**src/rtl/ser_ctl_pkg.sv**
```systemverilog
package ser_ctl_pkg;

    localparam int REG_AW = 7;
    localparam int BYTE_W = 8;

    // synchronizer bit positions
    localparam int PIN_SDA  = 0;
    localparam int PIN_SCK  = 1;
    localparam int PIN_EN   = 2;
    localparam int PIN_MODE = 3;
    localparam int PIN_CNT  = 4;

    typedef struct packed {
        logic              we;
        logic              re;
        logic [REG_AW-1:0] addr;
        logic [BYTE_W-1:0] wdata;
    } reg_req_t;

    typedef enum logic [2:0] {
        I2C_IDLE,
        I2C_ADDR,
        I2C_PTR,
        I2C_WDAT,
        I2C_RDAT,
        I2C_HOLD
    } i2c_state_e;

    function automatic logic addr_hit(input logic [BYTE_W-1:0] b, input logic [6:0] dev);
        return b[7:1] == dev;
    endfunction

    function automatic logic [REG_AW-1:0] ptr_inc(input logic [REG_AW-1:0] p);
        return p + REG_AW'(1);
    endfunction

endpackage

```
**src/rtl/ser_sync.sv**
```systemverilog
module ser_sync #(
    parameter int             W    = 4,
    parameter logic [W-1:0]   INIT = '1
) (
    input  logic         clk,
    input  logic         rst,
    input  logic [W-1:0] d,
    output logic [W-1:0] q
);
    for (genvar g = 0; g < W; g++) begin : g_bit
        logic meta, stab;
        always_ff @(posedge clk) begin
            if (rst) begin
                meta <= INIT[g];
                stab <= INIT[g];
            end else begin
                meta <= d[g];
                stab <= meta;
            end
        end
        assign q[g] = stab;
    end
endmodule

```
**src/rtl/ser_i2c_slv.sv**
```systemverilog
module ser_i2c_slv
    import ser_ctl_pkg::*;
#(
    parameter logic [6:0] DEV_ADDR = 7'h14
) (
    input  logic              clk,
    input  logic              rst,
    input  logic              scl_lvl,
    input  logic              scl_rise,
    input  logic              scl_fall,
    input  logic              sda_lvl,
    input  logic              start_det,
    input  logic              stop_det,
    input  logic [BYTE_W-1:0] rdata,
    output reg_req_t          req,
    output logic              sda_oe
);
    i2c_state_e        st;
    logic [3:0]        cnt;
    logic [BYTE_W-1:0] rx, tx;
    logic [REG_AW-1:0] ptr;
    logic              ackd, rd, cap;

    always_ff @(posedge clk) begin
        if (rst) begin
            st <= I2C_IDLE; cnt <= '0; rx <= '0; tx <= '0; ptr <= '0;
            ackd <= 1'b0; rd <= 1'b0; cap <= 1'b0; sda_oe <= 1'b0; req <= '0;
        end else begin
            req.we <= 1'b0;
            req.re <= 1'b0;
            if (start_det) begin
                st <= I2C_ADDR; cnt <= '0; ackd <= 1'b0; cap <= 1'b0; sda_oe <= 1'b0;
            end else if (stop_det) begin
                st <= I2C_IDLE; ackd <= 1'b0; cap <= 1'b0; sda_oe <= 1'b0;
            end else if (cap) begin
                tx     <= rdata;
                sda_oe <= ~rdata[BYTE_W-1];
                cap    <= 1'b0;
            end else begin
                case (st)
                    I2C_ADDR, I2C_PTR, I2C_WDAT: begin
                        if (scl_rise && cnt < 4'd8) begin
                            rx  <= {rx[BYTE_W-2:0], sda_lvl};
                            cnt <= cnt + 4'd1;
                        end else if (scl_fall && cnt == 4'd8 && !ackd) begin
                            ackd   <= 1'b1;
                            sda_oe <= 1'b1;
                            if (st == I2C_ADDR) begin
                                if (addr_hit(rx, DEV_ADDR)) rd <= rx[0];
                                else begin
                                    st <= I2C_HOLD; ackd <= 1'b0; sda_oe <= 1'b0;
                                end
                            end else if (st == I2C_PTR) begin
                                ptr <= rx[REG_AW-1:0];
                            end else begin
                                req.we    <= 1'b1;
                                req.addr  <= ptr;
                                req.wdata <= rx;
                                ptr       <= ptr_inc(ptr);
                            end
                        end else if (scl_fall && ackd) begin
                            ackd   <= 1'b0;
                            sda_oe <= 1'b0;
                            cnt    <= '0;
                            if (st == I2C_ADDR && rd) begin
                                st       <= I2C_RDAT;
                                req.re   <= 1'b1;
                                req.addr <= ptr;
                                ptr      <= ptr_inc(ptr);
                                cap      <= 1'b1;
                            end else if (st == I2C_ADDR) begin
                                st <= I2C_PTR;
                            end else begin
                                st <= I2C_WDAT;
                            end
                        end
                    end
                    I2C_RDAT: begin
                        if (scl_rise) begin
                            if (cnt < 4'd8) cnt <= cnt + 4'd1;
                            else if (cnt == 4'd8) begin
                                if (sda_lvl) begin
                                    st <= I2C_HOLD; sda_oe <= 1'b0;
                                end else cnt <= 4'd9;
                            end
                        end else if (scl_fall) begin
                            if (cnt == 4'd9) begin
                                cnt      <= '0;
                                sda_oe   <= 1'b0;
                                req.re   <= 1'b1;
                                req.addr <= ptr;
                                ptr      <= ptr_inc(ptr);
                                cap      <= 1'b1;
                            end else if (cnt == 4'd8) begin
                                sda_oe <= 1'b0;
                            end else if (cnt != 4'd0) begin
                                tx     <= {tx[BYTE_W-2:0], 1'b1};
                                sda_oe <= ~tx[BYTE_W-2];
                            end
                        end
                    end
                    default: ;
                endcase
            end
        end
    end

    AST_PULL_WHILE_LOW: assert property (@(posedge clk) disable iff (rst)
        $rose(sda_oe) |-> !scl_lvl) else $error("SDA pulled while SCK high");
    AST_HOLD_RELEASED: assert property (@(posedge clk) disable iff (rst)
        (st == I2C_HOLD) |-> !sda_oe) else $error("SDA driven after NACK/miss");

endmodule

```
**src/rtl/ser_spi_slv.sv**
```systemverilog
module ser_spi_slv
    import ser_ctl_pkg::*;
(
    input  logic              clk,
    input  logic              rst,
    input  logic              en_n_lvl,
    input  logic              scl_rise,
    input  logic              scl_fall,
    input  logic              sdi_lvl,
    input  logic [BYTE_W-1:0] rdata,
    output reg_req_t          req,
    output logic              sdo,
    output logic              sdo_oe
);
    logic [2:0]        cnt;
    logic [BYTE_W-2:0] rx;
    logic [BYTE_W-1:0] tx, byte_in;
    logic [REG_AW-1:0] addr;
    logic              first, rd, pend, cap;

    assign byte_in = {rx, sdi_lvl};
    assign sdo     = tx[BYTE_W-1];

    always_ff @(posedge clk) begin
        if (rst || en_n_lvl) begin
            cnt <= '0; rx <= '0; tx <= '0; addr <= '0;
            first <= 1'b1; rd <= 1'b0; pend <= 1'b0; cap <= 1'b0;
            sdo_oe <= 1'b0; req <= '0;
        end else begin
            sdo_oe <= 1'b1;
            req.we <= 1'b0;
            req.re <= 1'b0;
            if (scl_rise) begin
                rx  <= byte_in[BYTE_W-2:0];
                cnt <= cnt + 3'd1;
                if (cnt == 3'd7) begin
                    first <= 1'b0;
                    if (first) begin
                        rd   <= byte_in[BYTE_W-1];
                        addr <= byte_in[REG_AW-1:0];
                        pend <= byte_in[BYTE_W-1];
                    end else if (rd) begin
                        pend <= 1'b1;
                    end else begin
                        req.we    <= 1'b1;
                        req.addr  <= addr;
                        req.wdata <= byte_in;
                        addr      <= ptr_inc(addr);
                    end
                end
            end else if (scl_fall) begin
                if (pend) begin
                    req.re   <= 1'b1;
                    req.addr <= addr;
                    addr     <= ptr_inc(addr);
                    pend     <= 1'b0;
                    cap      <= 1'b1;
                end else begin
                    tx <= {tx[BYTE_W-2:0], 1'b0};
                end
            end else if (cap) begin
                tx  <= rdata;
                cap <= 1'b0;
            end
        end
    end

    AST_TX_MOVES_ON_FALL: assert property (@(posedge clk) disable iff (rst)
        (!$stable(tx) && sdo_oe && $past(sdo_oe)) |-> ($past(scl_fall) || $past(cap)))
        else $error("SDO changed off a falling edge");

endmodule

```
**src/rtl/ser_ctl_port.sv**
```systemverilog
module ser_ctl_port
    import ser_ctl_pkg::*;
#(
    parameter logic [6:0] DEV_ADDR = 7'h14
) (
    input  logic              clk,
    input  logic              rst,
    input  logic              mode_sel,
    input  logic              spi_en_n,
    input  logic              sck,
    input  logic              sda_in,
    output logic              sda_oe,
    output logic              sdo,
    output logic              sdo_oe,
    output logic [REG_AW-1:0] reg_addr,
    output logic [BYTE_W-1:0] reg_wdata,
    output logic              reg_we,
    output logic              reg_re,
    input  logic [BYTE_W-1:0] reg_rdata
);
    logic [PIN_CNT-1:0] pin_lvl;
    logic               sck_q, sda_q;
    logic               sck_rise, sck_fall, sda_rise, sda_fall;
    logic               port_hold, i2c_rst, spi_rst;
    reg_req_t           i2c_req, spi_req, bus_req;

    ser_sync #(.W(PIN_CNT), .INIT('1)) u_sync (
        .clk (clk),
        .rst (rst),
        .d   ({mode_sel, spi_en_n, sck, sda_in}),
        .q   (pin_lvl)
    );

    always_ff @(posedge clk) begin
        if (rst) begin
            sck_q <= 1'b1;
            sda_q <= 1'b1;
        end else begin
            sck_q <= pin_lvl[PIN_SCK];
            sda_q <= pin_lvl[PIN_SDA];
        end
    end

    assign sck_rise  =  pin_lvl[PIN_SCK] & ~sck_q;
    assign sck_fall  = ~pin_lvl[PIN_SCK] &  sck_q;
    assign sda_rise  =  pin_lvl[PIN_SDA] & ~sda_q;
    assign sda_fall  = ~pin_lvl[PIN_SDA] &  sda_q;

    assign port_hold = ~pin_lvl[PIN_MODE] & ~pin_lvl[PIN_EN];
    assign i2c_rst   = rst | port_hold | pin_lvl[PIN_MODE];
    assign spi_rst   = rst | ~pin_lvl[PIN_MODE];

    ser_i2c_slv #(.DEV_ADDR(DEV_ADDR)) u_i2c (
        .clk       (clk),
        .rst       (i2c_rst),
        .scl_lvl   (pin_lvl[PIN_SCK]),
        .scl_rise  (sck_rise),
        .scl_fall  (sck_fall),
        .sda_lvl   (pin_lvl[PIN_SDA]),
        .start_det (pin_lvl[PIN_SCK] & sda_fall),
        .stop_det  (pin_lvl[PIN_SCK] & sda_rise),
        .rdata     (reg_rdata),
        .req       (i2c_req),
        .sda_oe    (sda_oe)
    );

    ser_spi_slv u_spi (
        .clk      (clk),
        .rst      (spi_rst),
        .en_n_lvl (pin_lvl[PIN_EN]),
        .scl_rise (sck_rise),
        .scl_fall (sck_fall),
        .sdi_lvl  (pin_lvl[PIN_SDA]),
        .rdata    (reg_rdata),
        .req      (spi_req),
        .sdo      (sdo),
        .sdo_oe   (sdo_oe)
    );

    assign bus_req   = pin_lvl[PIN_MODE] ? spi_req : i2c_req;
    assign reg_addr  = bus_req.addr;
    assign reg_wdata = bus_req.wdata;
    assign reg_we    = bus_req.we;
    assign reg_re    = bus_req.re;

    AST_SDO_OFF_I2C: assert property (@(posedge clk) disable iff (rst)
        !pin_lvl[PIN_MODE] |=> !sdo_oe) else $error("sdo enabled in I2C mode");
    AST_SDO_OFF_IDLE: assert property (@(posedge clk) disable iff (rst)
        pin_lvl[PIN_EN] |=> !sdo_oe) else $error("sdo enabled outside frame");
    AST_HOLD_QUIET: assert property (@(posedge clk) disable iff (rst)
        port_hold |=> (!sda_oe && !reg_we && !reg_re)) else $error("activity in port reset");
    AST_STROBE_EXCL: assert property (@(posedge clk) disable iff (rst)
        !(reg_we && reg_re)) else $error("both strobes");
    AST_WE_PULSE: assert property (@(posedge clk) disable iff (rst)
        reg_we |=> !reg_we) else $error("write strobe longer than one cycle");

endmodule

```
**config.mk**
```make
export PLATFORM = sky130hd
export DESIGN_NAME = ser_ctl_port
export DESIGN_NICKNAME = d
export VERILOG_FILES = /design/src/rtl/ser_ctl_pkg.sv /design/src/rtl/ser_sync.sv /design/src/rtl/ser_i2c_slv.sv /design/src/rtl/ser_spi_slv.sv /design/src/rtl/ser_ctl_port.sv
export SDC_FILE = /design/constraint.sdc
export NUM_CORES = 1
export LEC_CHECK = 0
export ABC_AREA = 1
export BUFFER_PORTS_ARGS = -buffer_cell sky130_fd_sc_hd__buf_2
export CAP_MARGIN = 10
export CORE_MARGIN = 2
export CORE_UTILIZATION = 46
export CTS_CLUSTER_DIAMETER = 60
export CTS_CLUSTER_SIZE = 14
export DETAILED_ROUTE_END_ITERATION = 8
export PLACE_DENSITY = 0.66
export REMOVE_ABC_BUFFERS = 1
export SLEW_MARGIN = 20
export SYNTH_ARGS = -nofsm -noshare
export SYNTH_HDL_FRONTEND = slang
export SYNTH_HIERARCHICAL = 1
export SYNTH_SLANG_ARGS = --single-unit
```
**constraint.sdc**
```tcl
create_clock -name clk -period 1.8 [get_ports clk]
set_input_delay 0.09 -clock clk [delete_from_list [all_inputs] [get_ports clk]]
set_output_delay 0.09 -clock clk [all_outputs]
set_load 0.005 [all_outputs]
```
Word-level counts from Yosys, hierarchy flattened:

Cells that the tools add are included.
Widths: inputs -> output; s select.

* logic and storage cells: 274
* output and inout bits: 20
* flip-flop bits (word level): 107

* eq/ne operators: 54
* magnitude comparators: 1
* multiplexer cells: 103
* reductions and logical operators: 44
* $add $sub $neg: 4
* bitwise gates (word level): 31

Operators with widths (number)
* $mux 7: 25
* $mux 8: 10
* $mux 15: 5
* $mux 1: 36
* $mux 4: 9
* $reduce_and 8->1: 4
* $mux 3: 10
* $ne 3x1->1 const B: 7
* $not 1->1: 21
* $ne 4x4->1 const B: 5
* $reduce_and 10->1: 2
* $mux 17: 1
* $mux 16: 1
* $ne 2x1->1 const B: 8
* $ne 2x2->1 const B: 8
* $ne 4x1->1 const B: 4
* $pmux 8 s2: 1
* $reduce_bool 2->1: 8
* $add 7x1->7 const B: 2
* $pmux 7 s2: 1
* $ne 3x3->1 const B: 4
* $ne 4x2->1 const B: 3
* $reduce_and 12->1: 1
* $reduce_and 4->1: 3
* other kinds (30): 58

Logic depth before layout (Yosys ltp):

* word-level depth: 10
* depth in mapped cells: 15

By module:

The synthesis kept the hierarchy.

By module, submodules not included
* ser_i2c_slv: area an instance 2703.8 sq um, cells each 417, seq. area each 980.9 sq um, instances 1
* ser_spi_slv: area an instance 2047.0 sq um, cells each 264, seq. area each 940.9 sq um, instances 1
* ser_ctl_port: area an instance 342.8 sq um, cells each 70, seq. area each 40.0 sq um, instances 1
* ser_sync: area an instance 254.0 sq um, cells each 29, seq. area each 160.2 sq um, instances 1

Worst setup path before layout:

OpenSTA, ideal clock, no wires.

* kind: reg2reg
* start: reg u_sync.g_bit[1].stab
* end: reg u_i2c.cnt[2]
* cell stages (with the launch flop): 15
* setup time: 70 ps
* data arrival time: 1765 ps
* path buffers: 2
* setup slack: -35 ps
* cells stage by stage: dfxtp_1 > buf_4 > inv_1 > nor2_1 > buf_2 > inv_1 > nor2_2 > inv_1 > nand2_1 > inv_1 > a21oi_1 > nand2_1 > inv_1 > nand3_1 > a21oi_1

RTL lines
* from (decl): RTL line ser_sync.sv:11 `logic meta, stab;`
* from (signal assigned): RTL line ser_sync.sv:15 `stab <= INIT[g];`
* from (signal assigned): RTL line ser_sync.sv:18 `stab <= meta;`
* $and 1x1->1 (*): RTL line ser_ctl_port.sv:44 `assign sck_rise = pin_lvl[PIN_SCK] & ~sck_q;`
* via sck_rise: RTL line ser_ctl_port.sv:23 `logic sck_rise, sck_fall, sda_rise, sda_fall;`
* $logic_and 1x1->1: RTL line ser_i2c_slv.sv:42 `if (scl_rise && cnt < 4'd8) begin`
* $ne 3x2->1 (no line), or another cell as far along
* $reduce_and 9->1 (no line) or $pmux 4 s2 (tied branches)
* to (signal assigned): RTL line ser_i2c_slv.sv:44 `cnt <= cnt + 4'd1;`
* to (signal assigned): RTL line ser_i2c_slv.sv:80 `if (cnt < 4'd8) cnt <= cnt + 4'd1;`
* to (decl): RTL line ser_i2c_slv.sv:19 `logic [3:0] cnt;`

Mark *: on every way through the listed nets, which the timed path passes. The rest lies on a longest branch.
A chain may end at the register's enable or synchronous reset.

Worst setup path after layout:

* start: reg u_i2c.cnt[1]
* end: reg u_i2c/req[9] (netlist name)

* cells in the longest elaborated chain, start to end: 6

Ends and longest elaborated chain
* parallel branches: the longest is 6 deep, another holds $lt 4x4->1
* to (decl): RTL line ser_i2c_slv.sv:15 `output reg_req_t req,`

Parallel ways; which one is timed is not known. The select of a mux whose other input is x is not followed.

==> results_dict.tcl <==
set metrics [dict create \
    ys.flop_type "dfxtp_1" \
    min_period_over_period_pct 93.88 \
    period_minus_slack_ps 1690 \
    synthTopCellsByArea "dfxtp_1, nand2_1, nor2_1" \
    p_switching_mw 0.9544 \
    start_kind "flip-flop" \
    multiInputGateArea_mm2 0.002868 \
    yosysWarnings 6 \
    criticalPathCategory "reg2reg" \
    cp.arrival_ps 1970 \
    grt_usage_pct 20.29 \
    core_area_mm2 0.01137 \
    tightest_slew_ps 731.8 \
    endpoint_kind "flip-flop" \
    rsz0062_at_grt "yes" \
    synth_edf_count 0 \
    internal_power_mw 3.496 \
    synth_commonest_cells "nand2_1, dfxtp_1, nor2_1" \
    fin_tns_setup_ps 0 \
    power.leakage_nw 2.834 \
    grt-ovfl-total 0 \
    slew_violations 0 \
    ant_nets 0 \
    drt-vias-per-instance 5.103 \
    clock_latency_ps 350 \
    fmax_mhz 591.8 \
    ys_ff_latch 106 \
    antenna_found_initial 0 \
    clockBufferDepth 2 \
    drt_wl_total_mm 12.58 \
    synth-xor-area-share_pct 0.8189 \
    fillCellCount 1073 \
    grt_pass1_vias 4636 \
    die_height_um 111.8 \
    first_iter_violations 206 \
    hold_violations 0 \
    routedWlPerCell_um 12.62 \
    grt_pass1_wl_mm 21.00 \
    root_buffer "clkbuf_16" \
    syn2layout_area_growth_pct 19.84 \
    grt_max_degree 34 \
    sequentialPowerShare_pct 53.1 \
    crit_required_ps 2080 \
    finish.utilization_pct 56.37 \
    fin_nets 873 \
    synth_top_family_by_area "simple AND/OR/NAND/NOR gates" \
    swShare_pct 21.45 \
    via_count 5088 \
    status "finished, final reports clean" \
    worstHoldPathType "in2reg" \
    synth_compound_area_share_pct 14.67 \
    seq_area_mm2 0.002135 \
    h-tree-depth 3 \
    synth_cell_types 44 \
    synth_simple_gate_area_share_pct 33.69 \
    powerDensity_mw_per_mm2 694.4 \
    yosysMostFrequentCell "nand2_1" \
    die_area_mm2 0.01250 \
    place.gp.congestion 0.9393 \
    synth_area_per_cell_um2 6.856 \
    port_buffers 33 \
    numCtsBuffers 9 \
    synthAdderAreaFrac_pct 1.872 \
    slew-limit-headroom_pct 51.16 \
    clock_power_share_pct 42.2 \
    vdd_drop_max_v 0.0006238 \
    row_count 39 \
    hpwl_mm 9.248 \
    firstDrtPassIters 4 \
    async_flop_share_pct 0 \
    ys_seq_area_share_pct 39.68 \
    cts_tree "built" \
    synth_top_area_share_pct 39.68 \
    cts.sinks 106 \
    finClkSkew_ps 8.239 \
    clk_pin_slew_ps 70 \
    remaining_drc_errors 0 \
    synth_area_mm2 0.005348 \
    synth_area_leader_cell "dfxtp_1" \
    antenna_cells 0 \
    pwr-share-comb_pct 4.6 \
    layout-drive-gt1-share_pct 20.84 \
    setup-violations-final 0 \
    initial_core_util_pct 47.03 \
    synthMuxAreaShare_pct 0 \
    max_cap_violations 0 \
    path_max_fanout 8 \
    fp.dieW_um 111.8 \
    ios 34 \
    total_power_mw 4.450 \
    synthCells 780 \
]
[placed cells by master, fill, tap and decap left out, drive strengths merged]
cell type / instances
nand2: 238
o21bai: 3
o21ai: 61
nand3b: 4
clkinv: 4
xnor2: 2
nor4: 1
o21a: 1
inv: 76
nand3: 48
bufinv: 1
nor2: 105
nor3b: 1
buf: 83
a21boi: 1
o211a: 7
dlygate4sd3: 6
nor3: 7
nand4: 7
o31ai: 1
ha: 8
clkbuf: 10
a21oi: 69
or2: 1
dfxtp: 106
xor2: 3
[power by group through the flow]
stage                     clock (mW)  sequential, mW  combinational, mW
after floorplan                    0            2.42             0.0981
after global placement             0            2.42              0.172
after detailed placement           0            2.42              0.175
after CTS                       1.93            2.36              0.187
after global routing            2.03            2.36              0.230
final                           1.88            2.36              0.207
[per-stage QoR]
stage	std cells	setup slack (ps)	hold WS [ps]	area [um^2]
3_3_place_gp	969	5.792	261.1	5827
5_1_grt	997	-41.41	125.1	6409
2_1_floorplan	751	-1168	174.8	5152
4_1_cts	990	8.102	62.21	6191
3_5_place_dp	969	-86.26	266.6	5827
6_report	997	110.2	79.99	6409
[area by class of cell]
type                    count  area share [%]
multi-input cells         568           44.75
flip-flops and latches    106           33.31
repair buffers             89           10.11
inverters                  77           4.764
clock buffers              10           3.573
well taps                 143           2.792
clock inverters             4          0.7029
[registers in the layout, indices dropped and copies added (netlist names), 3 cells and up]
register / cells
u_i2c/tx: 7
u_i2c/req: 16
u_i2c/st: 3
u_spi/rx: 7
u_spi/addr: 7
u_sync/g_bit.stab: 4
u_i2c/rx: 8
u_i2c/cnt: 4
u_i2c/ptr: 7
u_spi/cnt: 3
u_sync/g_bit.meta: 4
u_spi/req: 17
u_spi/tx: 8
[worst max-delay path, stage by stage (launching register included)]
cell	delay [ps]
dfxtp_2	340
inv_4	70
ha_4	150
nand3_4	110
nor2_8	210
nor2_2	70
nand2_2	100
nand2_2	70
nor2_4	200
buf_6	130
o21ai_1	60
nor2_1	110
[metal layers]
metal	vias to the layer above	GRT usage [%]	routed length (um)
met5	-	0	0
met4	0	8.477	258
met3	19	2.885	446
met2	100	34.14	6073
met1	2325	26.15	5807
li1	2644	-	-
[repair_timing]
| item | CTS | global route |
|---|---|---|
| setup endpoints to repair | 19 | 55 |
| pin swaps | 0 | 14 |
| hold endpoints to repair | 6 | 0 |
| setup buffers | 1 | 7 |
| hold buffers | 6 | 0 |
| gates resized for setup | 8 | 60 |
[path summary, 6_finish.rpt]
check	start	end	slack (ps)	depth (start not counted)
setup / recovery	u_i2c/cnt[1]$_SDFFE_PP0P_	u_i2c/req[9]$_SDFFE_PP0P_	110	11
hold / removal	reg_rdata[7]	u_i2c/sda_oe$_SDFFE_PP0P_	80	4
setup reg to reg	u_i2c/cnt[1]$_SDFFE_PP0P_	u_i2c/req[9]$_SDFFE_PP0P_	110	11
hold reg to reg	u_sync/g_bit[3].meta$_SDFF_PP1_	u_sync/g_bit[3].stab$_SDFF_PP1_	420	2
[cells by family after synthesis]
group	after synthesis
simple gates	412
buf+inv	106
compound gates	143
flops	106
xor+xnor	5
fa+ha+maj	8
(Power assumes the default switching activity.)
